[config.mk]
export PLATFORM = sky130hd
export DESIGN_NAME = ccd_timing_gen
export DESIGN_NICKNAME = d
export VERILOG_FILES = /design/src/rtl/ccd_tg_pkg.sv /design/src/rtl/ccd_hcount.sv /design/src/rtl/ccd_vcount.sv /design/src/rtl/ccd_vdrive.sv /design/src/rtl/ccd_timing_gen.sv
export SDC_FILE = /design/constraint.sdc
export NUM_CORES = 1
export LEC_CHECK = 0
export ABC_AREA = 1
export BUFFER_PORTS_ARGS = -buffer_cell sky130_fd_sc_hd__buf_4
export CORE_AREA = 2 2 69 71
export CTS_CLUSTER_DIAMETER = 30
export DETAILED_ROUTE_END_ITERATION = 6
export DIE_AREA = 0 0 71 73
export PLACE_DENSITY = 0.75
export SLEW_MARGIN = 20
export SYNTH_ARGS = -nofsm -noshare
export SYNTH_HDL_FRONTEND = slang
export SYNTH_HIERARCHICAL = 1
export SYNTH_SLANG_ARGS = --single-unit
[constraint.sdc]
create_clock -name clk -period 4.4 [get_ports clk]
set_input_delay 0.22 -clock clk [delete_from_list [all_inputs] [get_ports clk]]
set_output_delay 0.22 -clock clk [all_outputs]
set_load 0.005 [all_outputs]
[src/rtl/ccd_tg_pkg.sv]
// Shared types and helpers for the CCD timing generator.
// Assumes: region codes are consumed downstream as a 2-bit field.
package ccd_tg_pkg;

    typedef enum logic [1:0] {
        RG_BLANK = 2'd0,
        RG_DUMMY = 2'd1,
        RG_OB    = 2'd2,
        RG_EFF   = 2'd3
    } region_t;

    localparam logic [3:0] VPH_REST = 4'b0011;

    // Vertical phase pattern after s steps from rest (bit 0 = phase 1).
    function automatic logic [3:0] vph_rot(input logic [1:0] s);
        case (s)
            2'd0:    return 4'b0011;
            2'd1:    return 4'b0110;
            2'd2:    return 4'b1100;
            default: return 4'b1001;
        endcase
    endfunction

endpackage

[src/rtl/ccd_hcount.sv]
// Pixel counter and horizontal decode.
// Counts 0..HTOT-1 per line, emits line end, line marker, horizontal
// blanking, the column class and the horizontal shift clocks.
// Assumes: HD_W <= HBLK, HW wide enough for HTOT-1.
module ccd_hcount
    import ccd_tg_pkg::*;
#(
    parameter int HBLK = 77,
    parameter int HDUM = 22,
    parameter int HFOB = 3,
    parameter int HEFF = 768,
    parameter int HROB = 40,
    parameter int HD_W = 8,
    parameter int HW   = $clog2(HBLK + HDUM + HFOB + HEFF + HROB)
) (
    input  logic          clk,
    input  logic          rst_n,
    output logic [HW-1:0] hcnt,
    output logic          line_end,
    output logic          hblank,
    output logic          hd,
    output region_t       hreg,
    output logic          hclk1,
    output logic          hclk2,
    output logic          rst_gate
);

    localparam int HTOT = HBLK + HDUM + HFOB + HEFF + HROB;
    localparam logic [HW-1:0] LAST = HW'(HTOT - 1);
    localparam logic [HW-1:0] D0   = HW'(HBLK);
    localparam logic [HW-1:0] F0   = HW'(HBLK + HDUM);
    localparam logic [HW-1:0] E0   = HW'(HBLK + HDUM + HFOB);
    localparam logic [HW-1:0] R0   = HW'(HBLK + HDUM + HFOB + HEFF);
    localparam logic [HW-1:0] HDE  = HW'(HD_W);
    localparam logic          BPAR = ((HBLK % 2) != 0);

    logic [HW-1:0] hcnt_q;

    // Pixel counter, wraps at the end of each line.
    always_ff @(posedge clk) begin
        if (!rst_n)
            hcnt_q <= '0;
        else if (line_end)
            hcnt_q <= '0;
        else
            hcnt_q <= hcnt_q + 1'b1;
    end

    // Line-level markers.
    always_comb begin
        hcnt     = hcnt_q;
        line_end = (hcnt_q == LAST);
        hblank   = (hcnt_q < D0);
        hd       = (hcnt_q < HDE);
    end

    // Column class along the line.
    always_comb begin
        if (hcnt_q < D0)      hreg = RG_BLANK;
        else if (hcnt_q < F0) hreg = RG_DUMMY;
        else if (hcnt_q < E0) hreg = RG_OB;
        else if (hcnt_q < R0) hreg = RG_EFF;
        else                  hreg = RG_OB;
    end

    // Shift clocks: idle in blanking, toggle per pixel while shifting.
    always_comb begin
        hclk1    = hblank | (hcnt_q[0] == BPAR);
        hclk2    = ~hclk1;
        rst_gate = ~hblank;
    end

endmodule

[src/rtl/ccd_vcount.sv]
// Line and field counter with vertical decode.
// Odd field has FRAME_LINES/2 lines, even field the rest, beginning with
// one dummy line. Row counts are halved because field readout merges rows.
// Assumes: data lines fit in the odd field with at least VD_LINES spare.
module ccd_vcount
    import ccd_tg_pkg::*;
#(
    parameter int FRAME_LINES = 525,
    parameter int VFOB        = 12,
    parameter int VEFF        = 494,
    parameter int VROB        = 2,
    parameter int VD_LINES    = 3,
    parameter int LW          = $clog2(FRAME_LINES - FRAME_LINES / 2)
) (
    input  logic          clk,
    input  logic          rst_n,
    input  logic          line_end,
    output logic          fld,
    output logic          last_line,
    output logic          vblank,
    output logic          vd,
    output region_t       vreg,
    output logic [LW-1:0] lines_left
);

    localparam int ODD_LEN  = FRAME_LINES / 2;
    localparam int EVEN_LEN = FRAME_LINES - ODD_LEN;
    localparam int FOB_L    = VFOB / 2;
    localparam int EFF_L    = VEFF / 2;
    localparam int ROB_L    = VROB / 2;
    localparam int DATA_L   = FOB_L + EFF_L + ROB_L;

    logic [LW-1:0] vln_q;
    logic          fld_q;
    logic [LW-1:0] flen_m1;
    logic [LW-1:0] first;
    logic [LW-1:0] dline;

    // Line counter and field flag, advanced at each line end.
    always_ff @(posedge clk) begin
        if (!rst_n) begin
            vln_q <= '0;
            fld_q <= 1'b0;
        end else if (line_end) begin
            if (last_line) begin
                vln_q <= '0;
                fld_q <= ~fld_q;
            end else begin
                vln_q <= vln_q + 1'b1;
            end
        end
    end

    // Field geometry for the current field.
    always_comb begin
        flen_m1    = fld_q ? LW'(EVEN_LEN - 1) : LW'(ODD_LEN - 1);
        first      = LW'(fld_q);
        dline      = vln_q - first;
        last_line  = (vln_q == flen_m1);
        lines_left = flen_m1 - vln_q;
        fld        = fld_q;
    end

    // Line class within the field.
    always_comb begin
        if (vln_q < first)                       vreg = RG_DUMMY;
        else if (dline < LW'(FOB_L))             vreg = RG_OB;
        else if (dline < LW'(FOB_L + EFF_L))     vreg = RG_EFF;
        else if (dline < LW'(DATA_L))            vreg = RG_OB;
        else                                     vreg = RG_BLANK;
    end

    // Vertical blanking and the field marker at its start.
    always_comb begin
        vblank = (vreg == RG_BLANK);
        vd     = vblank && ((dline - LW'(DATA_L)) < LW'(VD_LINES));
    end

endmodule

[src/rtl/ccd_vdrive.sv]
// Vertical phase, readout gate and drain pulse decode (combinational).
// All windows are pixel positions inside horizontal blanking.
// Assumes: windows lie below HBLK and do not overlap the line marker logic.
module ccd_vdrive
    import ccd_tg_pkg::*;
#(
    parameter int HW        = 10,
    parameter int LW        = 9,
    parameter int SHUT_W    = 9,
    parameter int VT_START  = 4,
    parameter int VT_STEP   = 8,
    parameter int RD_START  = 4,
    parameter int RD_W      = 32,
    parameter int RD_GAP    = 4,
    parameter int SUB_START = 40,
    parameter int SUB_W     = 20
) (
    input  logic [HW-1:0]     hcnt,
    input  logic              last_line,
    input  logic              fld,
    input  logic [LW-1:0]     lines_left,
    input  logic [SHUT_W-1:0] shut_lines,
    output logic [3:0]        vph,
    output logic [1:0]        xfer_gate,
    output logic              drain
);

    localparam int RD2_START = RD_START + RD_W + RD_GAP;

    logic [3:0] in_step;
    logic       win_a;
    logic       win_b;
    logic       win_sub;

    // One comparator pair per transfer step.
    for (genvar k = 0; k < 4; k++) begin : g_step
        assign in_step[k] = (hcnt >= HW'(VT_START + k * VT_STEP)) &&
                            (hcnt <  HW'(VT_START + (k + 1) * VT_STEP));
    end

    // Phase pattern: rest, or the step selected by the pixel position.
    always_comb begin
        vph = VPH_REST;
        if (!last_line) begin
            for (int k = 0; k < 4; k++) begin
                if (in_step[k]) vph = vph_rot(2'(k + 1));
            end
        end
    end

    // Readout gate windows and field-dependent order.
    always_comb begin
        win_a = (hcnt >= HW'(RD_START))  && (hcnt < HW'(RD_START + RD_W));
        win_b = (hcnt >= HW'(RD2_START)) && (hcnt < HW'(RD2_START + RD_W));
        if (!last_line)
            xfer_gate = 2'b00;
        else if (fld)
            xfer_gate = {win_a, win_b};
        else
            xfer_gate = {win_b, win_a};
    end

    // Drain pulse on lines farther from readout than the shutter setting.
    always_comb begin
        win_sub = (hcnt >= HW'(SUB_START)) && (hcnt < HW'(SUB_START + SUB_W));
        drain   = win_sub && (shut_lines != '0) &&
                  (32'(lines_left) > 32'(shut_lines));
    end

endmodule

[src/rtl/ccd_timing_gen.sv]
// Top of the CCD timing generator: ties the pixel counter, the line/field
// counter and the vertical drive decode, and merges the pixel class.
// Assumes: one clock per pixel; all outputs decode directly from counters.
module ccd_timing_gen
    import ccd_tg_pkg::*;
#(
    parameter int HBLK        = 77,
    parameter int HDUM        = 22,
    parameter int HFOB        = 3,
    parameter int HEFF        = 768,
    parameter int HROB        = 40,
    parameter int HD_W        = 8,
    parameter int FRAME_LINES = 525,
    parameter int VFOB        = 12,
    parameter int VEFF        = 494,
    parameter int VROB        = 2,
    parameter int VD_LINES    = 3,
    parameter int VT_START    = 4,
    parameter int VT_STEP     = 8,
    parameter int RD_START    = 4,
    parameter int RD_W        = 32,
    parameter int RD_GAP      = 4,
    parameter int SUB_START   = 40,
    parameter int SUB_W       = 20,
    parameter int SHUT_W      = 9
) (
    input  logic              clk,
    input  logic              rst_n,
    input  logic [SHUT_W-1:0] shut_lines,
    output logic              hd,
    output logic              vd,
    output logic              blk,
    output logic              fld,
    output logic              hclk1,
    output logic              hclk2,
    output logic              rst_gate,
    output logic [3:0]        vph,
    output logic [1:0]        xfer_gate,
    output logic              drain,
    output logic [1:0]        pix_region
);

    localparam int HW = $clog2(HBLK + HDUM + HFOB + HEFF + HROB);
    localparam int LW = $clog2(FRAME_LINES - FRAME_LINES / 2);

    logic [HW-1:0] hcnt;
    logic          line_end;
    logic          hblank;
    region_t       hreg;
    logic          last_line;
    logic          vblank;
    region_t       vreg;
    logic [LW-1:0] lines_left;
    region_t       region;

    ccd_hcount #(
        .HBLK(HBLK), .HDUM(HDUM), .HFOB(HFOB), .HEFF(HEFF), .HROB(HROB),
        .HD_W(HD_W), .HW(HW)
    ) u_hcount (
        .clk(clk), .rst_n(rst_n), .hcnt(hcnt), .line_end(line_end),
        .hblank(hblank), .hd(hd), .hreg(hreg), .hclk1(hclk1),
        .hclk2(hclk2), .rst_gate(rst_gate)
    );

    ccd_vcount #(
        .FRAME_LINES(FRAME_LINES), .VFOB(VFOB), .VEFF(VEFF), .VROB(VROB),
        .VD_LINES(VD_LINES), .LW(LW)
    ) u_vcount (
        .clk(clk), .rst_n(rst_n), .line_end(line_end), .fld(fld),
        .last_line(last_line), .vblank(vblank), .vd(vd), .vreg(vreg),
        .lines_left(lines_left)
    );

    ccd_vdrive #(
        .HW(HW), .LW(LW), .SHUT_W(SHUT_W), .VT_START(VT_START),
        .VT_STEP(VT_STEP), .RD_START(RD_START), .RD_W(RD_W),
        .RD_GAP(RD_GAP), .SUB_START(SUB_START), .SUB_W(SUB_W)
    ) u_vdrive (
        .hcnt(hcnt), .last_line(last_line), .fld(fld),
        .lines_left(lines_left), .shut_lines(shut_lines), .vph(vph),
        .xfer_gate(xfer_gate), .drain(drain)
    );

    // Merge column and line class: blank > dummy > optical black > effective.
    always_comb begin
        if (hreg == RG_BLANK || vreg == RG_BLANK)      region = RG_BLANK;
        else if (hreg == RG_DUMMY || vreg == RG_DUMMY) region = RG_DUMMY;
        else if (hreg == RG_OB || vreg == RG_OB)       region = RG_OB;
        else                                           region = RG_EFF;
    end

    // Combined blanking and output class.
    always_comb begin
        blk        = hblank | vblank;
        pix_region = region;
    end

endmodule

[After elaboration in Yosys (flattened, before gate mapping)]
Cells that the tools add are included.
Word-level totals
  bits in registers: 20
  output and inout bits: 16
  logic and storage cells: 80
  bits of input ports: 11
Cells by class
  muxes and demuxes: 20
  bitwise operators: 6
  magnitude comparators: 22
  reductions and logical operators: 18
  add/sub/neg operators: 5
  equality and inequality tests: 6
Operators by type and width (count)
  $lt 10x7->1 const B: 4
  $mux 2: 12
  $ge 10x5->1 const B: 2
  $lt 10x4->1 const B: 2
  $lt 10x5->1 const B: 2
  $lt 10x6->1 const B: 2
  $lt 9x8->1 const B: 2
  $mux 4: 4
  $add 10x1->10 const B: 1
  $eq 10x10->1 const B: 1
  $ge 10x3->1 const B: 1
  $ge 10x4->1 const B: 1
  $ge 10x6->1 const B: 1
  $logic_and 1x1->1: 10
  $lt 10x10->1 const B: 1
  $add 9x1->9 const B: 1
  $eq 9x9->1: 1
  $gt 9x9->1: 1
  $lt 9x1->1: 1
  $lt 9x2->1 const B: 1
  $lt 9x3->1 const B: 1
  $mux 9: 1
  $reduce_bool 9->1: 1
  $sub 9x1->9: 1
  12 further kinds: 22

[Longest topological paths before layout]
Gate-level depths: netlist of the first run.
  depth in word-level cells: 11
  gate-level depth with buffers: 18
  depth with buffers taken out: 18

[By module]
Netlist of the first run, hierarchy kept.
By module, submodules not included
  ccd_vcount: seq. area each 200.2 µm², cells an instance 177, instances 1, area an instance 1183.6 µm²
  ccd_hcount: seq. area each 200.2 µm², cells an instance 98, instances 1, area an instance 655.6 µm²
  ccd_vdrive: seq. area each 0.0 µm², cells an instance 105, instances 1, area an instance 519.2 µm²
  ccd_timing_gen: seq. area each 0.0 µm², cells an instance 13, instances 1, area an instance 51.3 µm²

[Worst setup path before layout of the first run]
OpenSTA, ideal clock, no wires.
  path type: flip-flop to output port
  start: reg u_vcount.fld_q, in the netlist u_vcount/fld
  end: out drain
  slack: 1.890 ns
  data required time: 4.180 ns
  arrival: 2.290 ns
  cell stages (with the launch flop): 13
  path buffers: 0
  cell sequence: dfxtp_1 inv_1 fa_1 a21oi_1 nand3_1 xor2_1 ha_1 nand2_1 nor2_1 nand2_1 nor2_1 nor2_1 nor2_1
Between the ends
  longest elaborated chain between the ends: 4
Ends and longest elaborated chain
  start: declaration: line ccd_vcount.sv:34  | logic fld_q;
  start signal: assignment: line ccd_vcount.sv:47  | fld_q <= ~fld_q;
  $mux 2: line ccd_vcount.sv:56  | flen_m1 = fld_q ? LW'(EVEN_LEN - 1) : LW'(ODD_LEN - 1);
  net u_vcount.flen_m1[0]: line ccd_vcount.sv:35  | logic [LW-1:0] flen_m1;
  $sub 9x9->9: line ccd_vcount.sv:60  | lines_left = flen_m1 - vln_q;
  net lines_left[8]: line ccd_timing_gen.sv:53  | logic [LW-1:0] lines_left;
  $gt 9x9->1: line ccd_vdrive.sv:67  | (32'(lines_left) > 32'(shut_lines));
  $logic_and 1x1->1: line ccd_vdrive.sv:66  | drain = win_sub && (shut_lines != '0) &&
  end: declaration: line ccd_timing_gen.sv:39  | output logic drain,
The timed path passes the listed nets, and every way through them passes these cells.

[Worst setup path in the final report of the first run]
  start: reg u_vcount.fld_q, in the netlist u_vcount/fld
  end: out pix_region[0]
Between the ends
  longest elaborated chain between the ends: 11
  elaborated cells between the ends (all ways): 18
  classes of those cells: add/sub: 1; order compare: 4; eq/ne: 2; mux: 7; reduce/logical: 4
Ends and longest elaborated chain
  $sub 9x1->9: line ccd_vcount.sv:58  | dline = vln_q - first;
  $lt 9x8->1: line ccd_vcount.sv:69  | else if (dline < LW'(DATA_L)) vreg = RG_OB;
  $mux 2: line ccd_vcount.sv:69
  $mux 2: line ccd_vcount.sv:68  | else if (dline < LW'(FOB_L + EFF_L)) vreg = RG_EFF;
  $mux 2: line ccd_vcount.sv:67  | else if (dline < LW'(FOB_L)) vreg = RG_OB;
  $mux 2 (*): line ccd_vcount.sv:66  | if (vln_q < first) vreg = RG_DUMMY;
  net vreg[1]: line ccd_timing_gen.sv:52  | region_t vreg;
  $eq 2x2->1: line ccd_timing_gen.sv:88  | else if (hreg == RG_OB || vreg == RG_OB) region = RG_OB;
  $logic_or 1x1->1: line ccd_timing_gen.sv:88
  $mux 1: line ccd_timing_gen.sv:88
  $mux 2: line ccd_timing_gen.sv:87  | else if (hreg == RG_DUMMY || vreg == RG_DUMMY) region = RG_DUMMY;
  $mux 2 (*): line ccd_timing_gen.sv:86  | if (hreg == RG_BLANK || vreg == RG_BLANK) region = RG_BLANK;
  end: declaration: line ccd_timing_gen.sv:40  | output logic [1:0] pix_region
Mark *: on every way through the listed nets, which the timed path passes. The rest lies on a longest branch.

==> flow_metrics.tcl, run 1 <==
set metrics [dict create \
    status "complete, no violations" \
    dp_hpwl_um 4270 \
    hp-class "in -> reg" \
    rsz0062_at_grt "no" \
    fin_crit_ps 3110 \
    final_cell_mix "nand2_1 (98), inv_1 (59), nor2_1 (54)" \
    skew_ps 1.60 \
    final_common_cell "nand2_1" \
    synth_area_leader_cell "dfxtp_1" \
    synthTopCellsByArea "dfxtp_1 (17%), nand2_1 (15%), ha_1 (10%)" \
    slowest_stage "dfxtp_1" \
    yosysWarningCount 6 \
    cts_setup_buffers 0 \
    power.density_mw_per_mm2 128 \
    worstSetupPathType "reg -> out" \
    grt_pass1_vias 2278 \
    area_growth_pct 11.1 \
    worstPathRequired_ps 4180 \
    nFillCells 480 \
    cp-end-kind "output port" \
    wl_um 5210 \
    start_kind "flip-flop" \
    wire_per_inst_um 11.1 \
    drc 0 \
    syn_nets 425 \
    crit_chain "ha_1, ha_1, xnor2_2, inv_1, ha_1, nand3_1, nor2_4, a31oi_2, and2_1, inv_1, nand2_1, nand2_1, nand2_1, inv_1, buf_4" \
    io_buffers 26 \
    fin_setup_tns_ps 0 \
    dieWidth_um 71 \
    synth_ff_type "dfxtp_1" \
    die_h_um 73 \
    cts_buffer_depth 2 \
    clkSinkCount 20 \
    critPathMaxFanout 8 \
    cap_violations 0 \
    cpPeakStageDelay_ps 470 \
    synth_top_cell_area_share_pct 16.6 \
    holdBufCountCts 0 \
    drive_gt1_share_pct 19.4 \
    crit_arrival_ps 2890 \
    setup_viol 0 \
    initial_core_util_pct 53.1 \
    cts_tree "yes" \
    seqCellArea_um2 400 \
    ys_seq_area_share_pct 16.6 \
    netlist_area_mm2 0.00241 \
    fin_util_pct 59.0 \
    report.final.slew_viol_count 0 \
    peakVddDrop_uv 181 \
    ys_seq_elements 20 \
    worst_slew_pin_slew_ps 604 \
    max_freq_mhz 322 \
    clk_pin_slew_ps 70 \
    clk_latency_ps 250 \
    rows 25 \
    synth.distinct_cells 41 \
    synth.avg_cell_area_um2 6.13 \
    antenna_found_initial 0 \
    num_antenna_cells 0 \
    period_share_pct 70.6 \
    multi_input_area_mm2 0.00172 \
    finalPower_mw 0.342 \
    grt-ovfl-total 0 \
    cts_resized 0 \
    die-area_mm2 0.00518 \
    fin_hold_ws_ps 249 \
    place_congestion 0.921 \
    root_buffer "clkbuf_8" \
    finalHoldViolations 0 \
    rrSetupSlack_ps 2000 \
    gr-usage-all-layers_pct 21.1 \
    htree_levels 1 \
    async_reset_ff_share_pct 0 \
    final_nets 451 \
    slew_headroom_pct 59.4 \
    cts_buffers 3 \
    p_leak_nw 1.43 \
    ant_nets 0 \
    avgViaCountPerCell 5.10 \
    grt_max_degree 13 \
    drtIter0Drc 90 \
    dr.pass1.iters 4 \
    grt_pass1_wl_um 9090 \
    core_area_mm2 0.00454 \
    via_count 2402 \
    synthCells 393 \
    synth_edf_count 0 \
    io_pins 27 \
]
-- path summary, 6_finish.rpt --
check	from	to	cells after the start
setup / recovery	u_vcount/fld$_SDFFE_PN0P_	pix_region[0]	15
hold / removal	rst_n	u_vcount/fld$_SDFFE_PN0P_	3
setup reg to reg	u_hcount/hcnt[3]$_SDFF_PP0_	u_vcount/vln_q[7]$_SDFFE_PN0P_	8
hold reg to reg	u_hcount/hcnt[0]$_SDFF_PP0_	u_hcount/hcnt[0]$_SDFF_PP0_	1
-- Yosys cell counts (3+ instances only) --
library cell / instances
a21oi_1: 12
dfxtp_1: 20
ha_1: 20
inv_1: 59
inv_2: 6
nand2_1: 98
nand2_2: 13
nand3_1: 27
nand4_1: 8
nor2_1: 54
nor2_2: 12
nor2_4: 5
nor3_1: 3
nor3_2: 4
o21ai_0: 6
o21ai_1: 5
o21ai_2: 3
xor2_1: 10
-- flip-flops by register name (all words and copies together) (netlist names) --
signal	flops
u_vcount/vln_q	9
u_vcount/fld	1
u_hcount/hcnt	10
-- kinds of logic (layout without fill, tap and decap cells) --
kind of cell | count (synthesis) | after routing | share of synthesized area [%]
simple gates | 234 | 234 | 46.5
buf+inv | 72 | 96 | 12.3
compound gates | 32 | 32 | 8.00
fa+ha+maj | 21 | 21 | 11.2
flops | 20 | 20 | 16.6
xor+xnor | 13 | 13 | 5.04
mux | 1 | 1 | 0.415
-- routing by layer --
metal,GRT usage (%),part of all wire [%],up-vias
li1,-,-,1275
met1,23.3,44,1070
met2,42.6,51,46
met3,1.93,3.2,11
met4,5.66,1.2,0
met5,0,0,-
-- through the flow --
step / setup WS [ps] / cell area (µm²) / instances
after detailed placement: 1580 / 2630 / 468
after CTS: 1290 / 2670 / 471
after global routing: 1010 / 2680 / 471
after floorplan: 1890 / 2410 / 393
after global placement: 1650 / 2630 / 468
final: 1290 / 2680 / 471
-- critical path: cells and delay by family (launching register included) --
| family | cells | cell delay [ps] |
|---|---|---|
| compound gates | 1 | 230 |
| xor+xnor | 1 | 180 |
| fa+ha+maj | 3 | 920 |
| buf+inv | 4 | 310 |
| flops | 1 | 470 |
| simple gates | 6 | 530 |
-- layout make-up --
cell class,count,area share (%)
Clock buffer,3,1.54
Inverter,67,9.44
Sequential cell,20,15.0
Tap cell,54,2.52
Multi-Input combinational cell,301,64.3
Timing Repair Buffer,26,7.29
-- where the power goes --
group,switching [mW],internal (mW),total [mW]
logic,0.0196,0.0165,0.0361
clock network,0.0589,0.0610,0.120
registers,0.00339,0.183,0.187
total,0.0818,0.261,0.342
No activity file was read; power rests on OpenSTA's default activity.
==> run 2, diff against run 1 <==
CORE_AREA = 2 2 70 72   (was 2 2 69 71)
DIE_AREA = 0 0 72 74   (was 0 0 71 73)
PLACE_DENSITY = 0.76   (was 0.75)
clock period = 2.73 ns   (was 4.4 ns; I/O delays follow)
==> run 2 against run 1 <==
  * First-iteration DRC count up 39%
  * Global-route usage about the same
  * Critical endpoint is now drain
  * Count of clock-buffer cells in the layout did not move
  * Critical path type unchanged
  * Via count increased by 1.5%
  * Combinational power up 66%
  * Largest power group unchanged
  * Final cell count grew 1.9%
  * Hold slack worse by 72 ps
  * Power grew 90%
  * Design area grew 6.3%
  * Clock skew rose by 5.1 ps
  * Sequential cell count is the same
==> flow_metrics.tcl, run 2 (synthesized netlist as in run 1, its figures left out) <==
set metrics [dict create \
    power.density_mw_per_mm2 229 \
    worst_slew_pin_slew_ps 497 \
    nFillCells 457 \
    skew_ps 6.66 \
    hp-class "in -> reg" \
    cts_tree "yes" \
    cp_common_cell "nand2_1" \
    cts_buffer_depth 2 \
    io_buffers 26 \
    cts_buffers 3 \
    via_count 2439 \
    worstPathRequired_ps 2590 \
    root_buffer "clkbuf_8" \
    antenna_found_initial 0 \
    setup_ws_ps 13.4 \
    crit_buf_inv 2 \
    clk_pin_slew_ps 80 \
    final_area_mm2 0.00285 \
    die_h_um 74 \
    avgViaCountPerCell 5.08 \
    die-area_mm2 0.00533 \
    pre_cts_ws_ps 72.5 \
    rsz0062_at_grt "yes" \
    setup_viol 0 \
    dp_hpwl_um 4310 \
    holdBufCountCts 0 \
    p_leak_nw 1.49 \
    num_antenna_cells 0 \
    area_growth_pct 18.1 \
    initial_core_util_pct 52.4 \
    grt-ovfl-total 0 \
    drc 0 \
    critPathMaxFanout 5 \
    wire_per_inst_um 11.4 \
    peakVddDrop_uv 227 \
    rows 25 \
    place_congestion 0.939 \
    cp-end-kind "output port" \
    period_share_pct 99.5 \
    slew_headroom_pct 66.8 \
    cpPeakStageDelay_ps 400 \
    htree_levels 1 \
    cap_violations 0 \
    final_common_cell "nand2_1" \
    report.final.slew_viol_count 0 \
    drtIter0Drc 125 \
    ant_nets 0 \
    final_nets 459 \
    fin_hold_ws_ps 177 \
    finalHoldViolations 0 \
    path_delay_family "adder cells" \
    max_freq_mhz 368 \
    status "complete, no violations" \
    dr.pass1.iters 4 \
    drive_gt1_share_pct 24.6 \
    dieWidth_um 72 \
    io_pins 27 \
    crit_arrival_ps 2580 \
    clkSinkCount 20 \
    grt_pass1_vias 2235 \
    crit_chain "ha_4, fa_2, a21oi_4, nand3_2, xor2_1, ha_1, nand2_2, nor2_4, nand3_1, nand2_1, inv_1, nand2_1, nor2_1, buf_4" \
    fin_crit_ps 2720 \
    grt_max_degree 13 \
    clk_latency_ps 260 \
    worstSetupPathType "reg -> out" \
    fin_setup_tns_ps 0 \
    largest_reg_flops 10 \
    slowest_stage "fa_2" \
    final_cell_mix "nand2_1 (97), inv_1 (58), nor2_1 (52)" \
    core_area_mm2 0.00460 \
    grt_pass1_wl_um 9200 \
    wl_um 5450 \
    gr-usage-all-layers_pct 21.1 \
    placed_cell_area_mm2 0.00268 \
    start_kind "flip-flop" \
]
run 2: changes by cell type in the layout (fill, tap and decap cells not counted), sizes merged:
cell and change:
buf +8, bufinv +1
run 2: worst paths after layout:
path / start / to / slack [ps] / depth (start not counted)
setup / recovery: u_vcount/fld$_SDFFE_PN0P_ / drain / 10 / 14
hold / removal: rst_n / u_hcount/hcnt[2]$_SDFF_PP0_ / 180 / 3
setup reg to reg: u_hcount/hcnt[3]$_SDFF_PP0_ / u_vcount/vln_q[7]$_SDFFE_PN0P_ / 470 / 9
hold reg to reg: u_hcount/hcnt[0]$_SDFF_PP0_ / u_hcount/hcnt[0]$_SDFF_PP0_ / 510 / 1
run 2: through the flow:
| step | util (%) | std cells | total power [mW] |
|---|---|---|---|
| final | 61.9 | 480 | 0.651 |
| after global placement | 58.2 | 474 | 0.364 |
| after CTS | 60.3 | 480 | 0.662 |
| after global routing | 61.9 | 480 | 0.682 |
| after floorplan | - | 393 | 0.341 |
| after detailed placement | 58.2 | 474 | 0.366 |
run 2: layout make-up:
| type | instances | area [µm²] | area share [%] |
|---|---|---|---|
| Clock inverter | 1 | 30.0 | 1.06 |
| Timing Repair Buffer | 34 | 255 | 8.97 |
| Clock buffer | 3 | 41.3 | 1.45 |
| Sequential cell | 20 | 408 | 14.3 |
| Tap cell | 54 | 67.6 | 2.37 |
| Inverter | 67 | 253 | 8.88 |
| Multi-Input combinational cell | 301 | 1790 | 62.9 |
run 2: routing by layer:
layer | vias up | track usage, % | part of all wire (%)
met5 | - | 0 | 0
met4 | 0 | 8.18 | 1.4
met3 | 8 | 1.49 | 2.8
met2 | 45 | 38.8 | 52
met1 | 1096 | 25.7 | 43
li1 | 1290 | - | -
run 2: tightest hold or removal path, stage by stage:
cell	delay (ps)
buf_4	140
nand3_1	80
nor2_1	40
run 2: repair_timing:
action                                  4_1_cts  5_1_grt
buffers inserted                              2        0
resized for setup                             6       17
endpoints found under the setup margin        2        4
hold endpoints to repair                      0        0
pin swaps                                     3       13
run 2: power by group:
part	total (mW)	switching (mW)	internal, mW
combinational	0.0600	0.0329	0.0271
clock	0.292	0.0968	0.196
sequential	0.299	0.00534	0.293
total	0.651	0.135	0.516
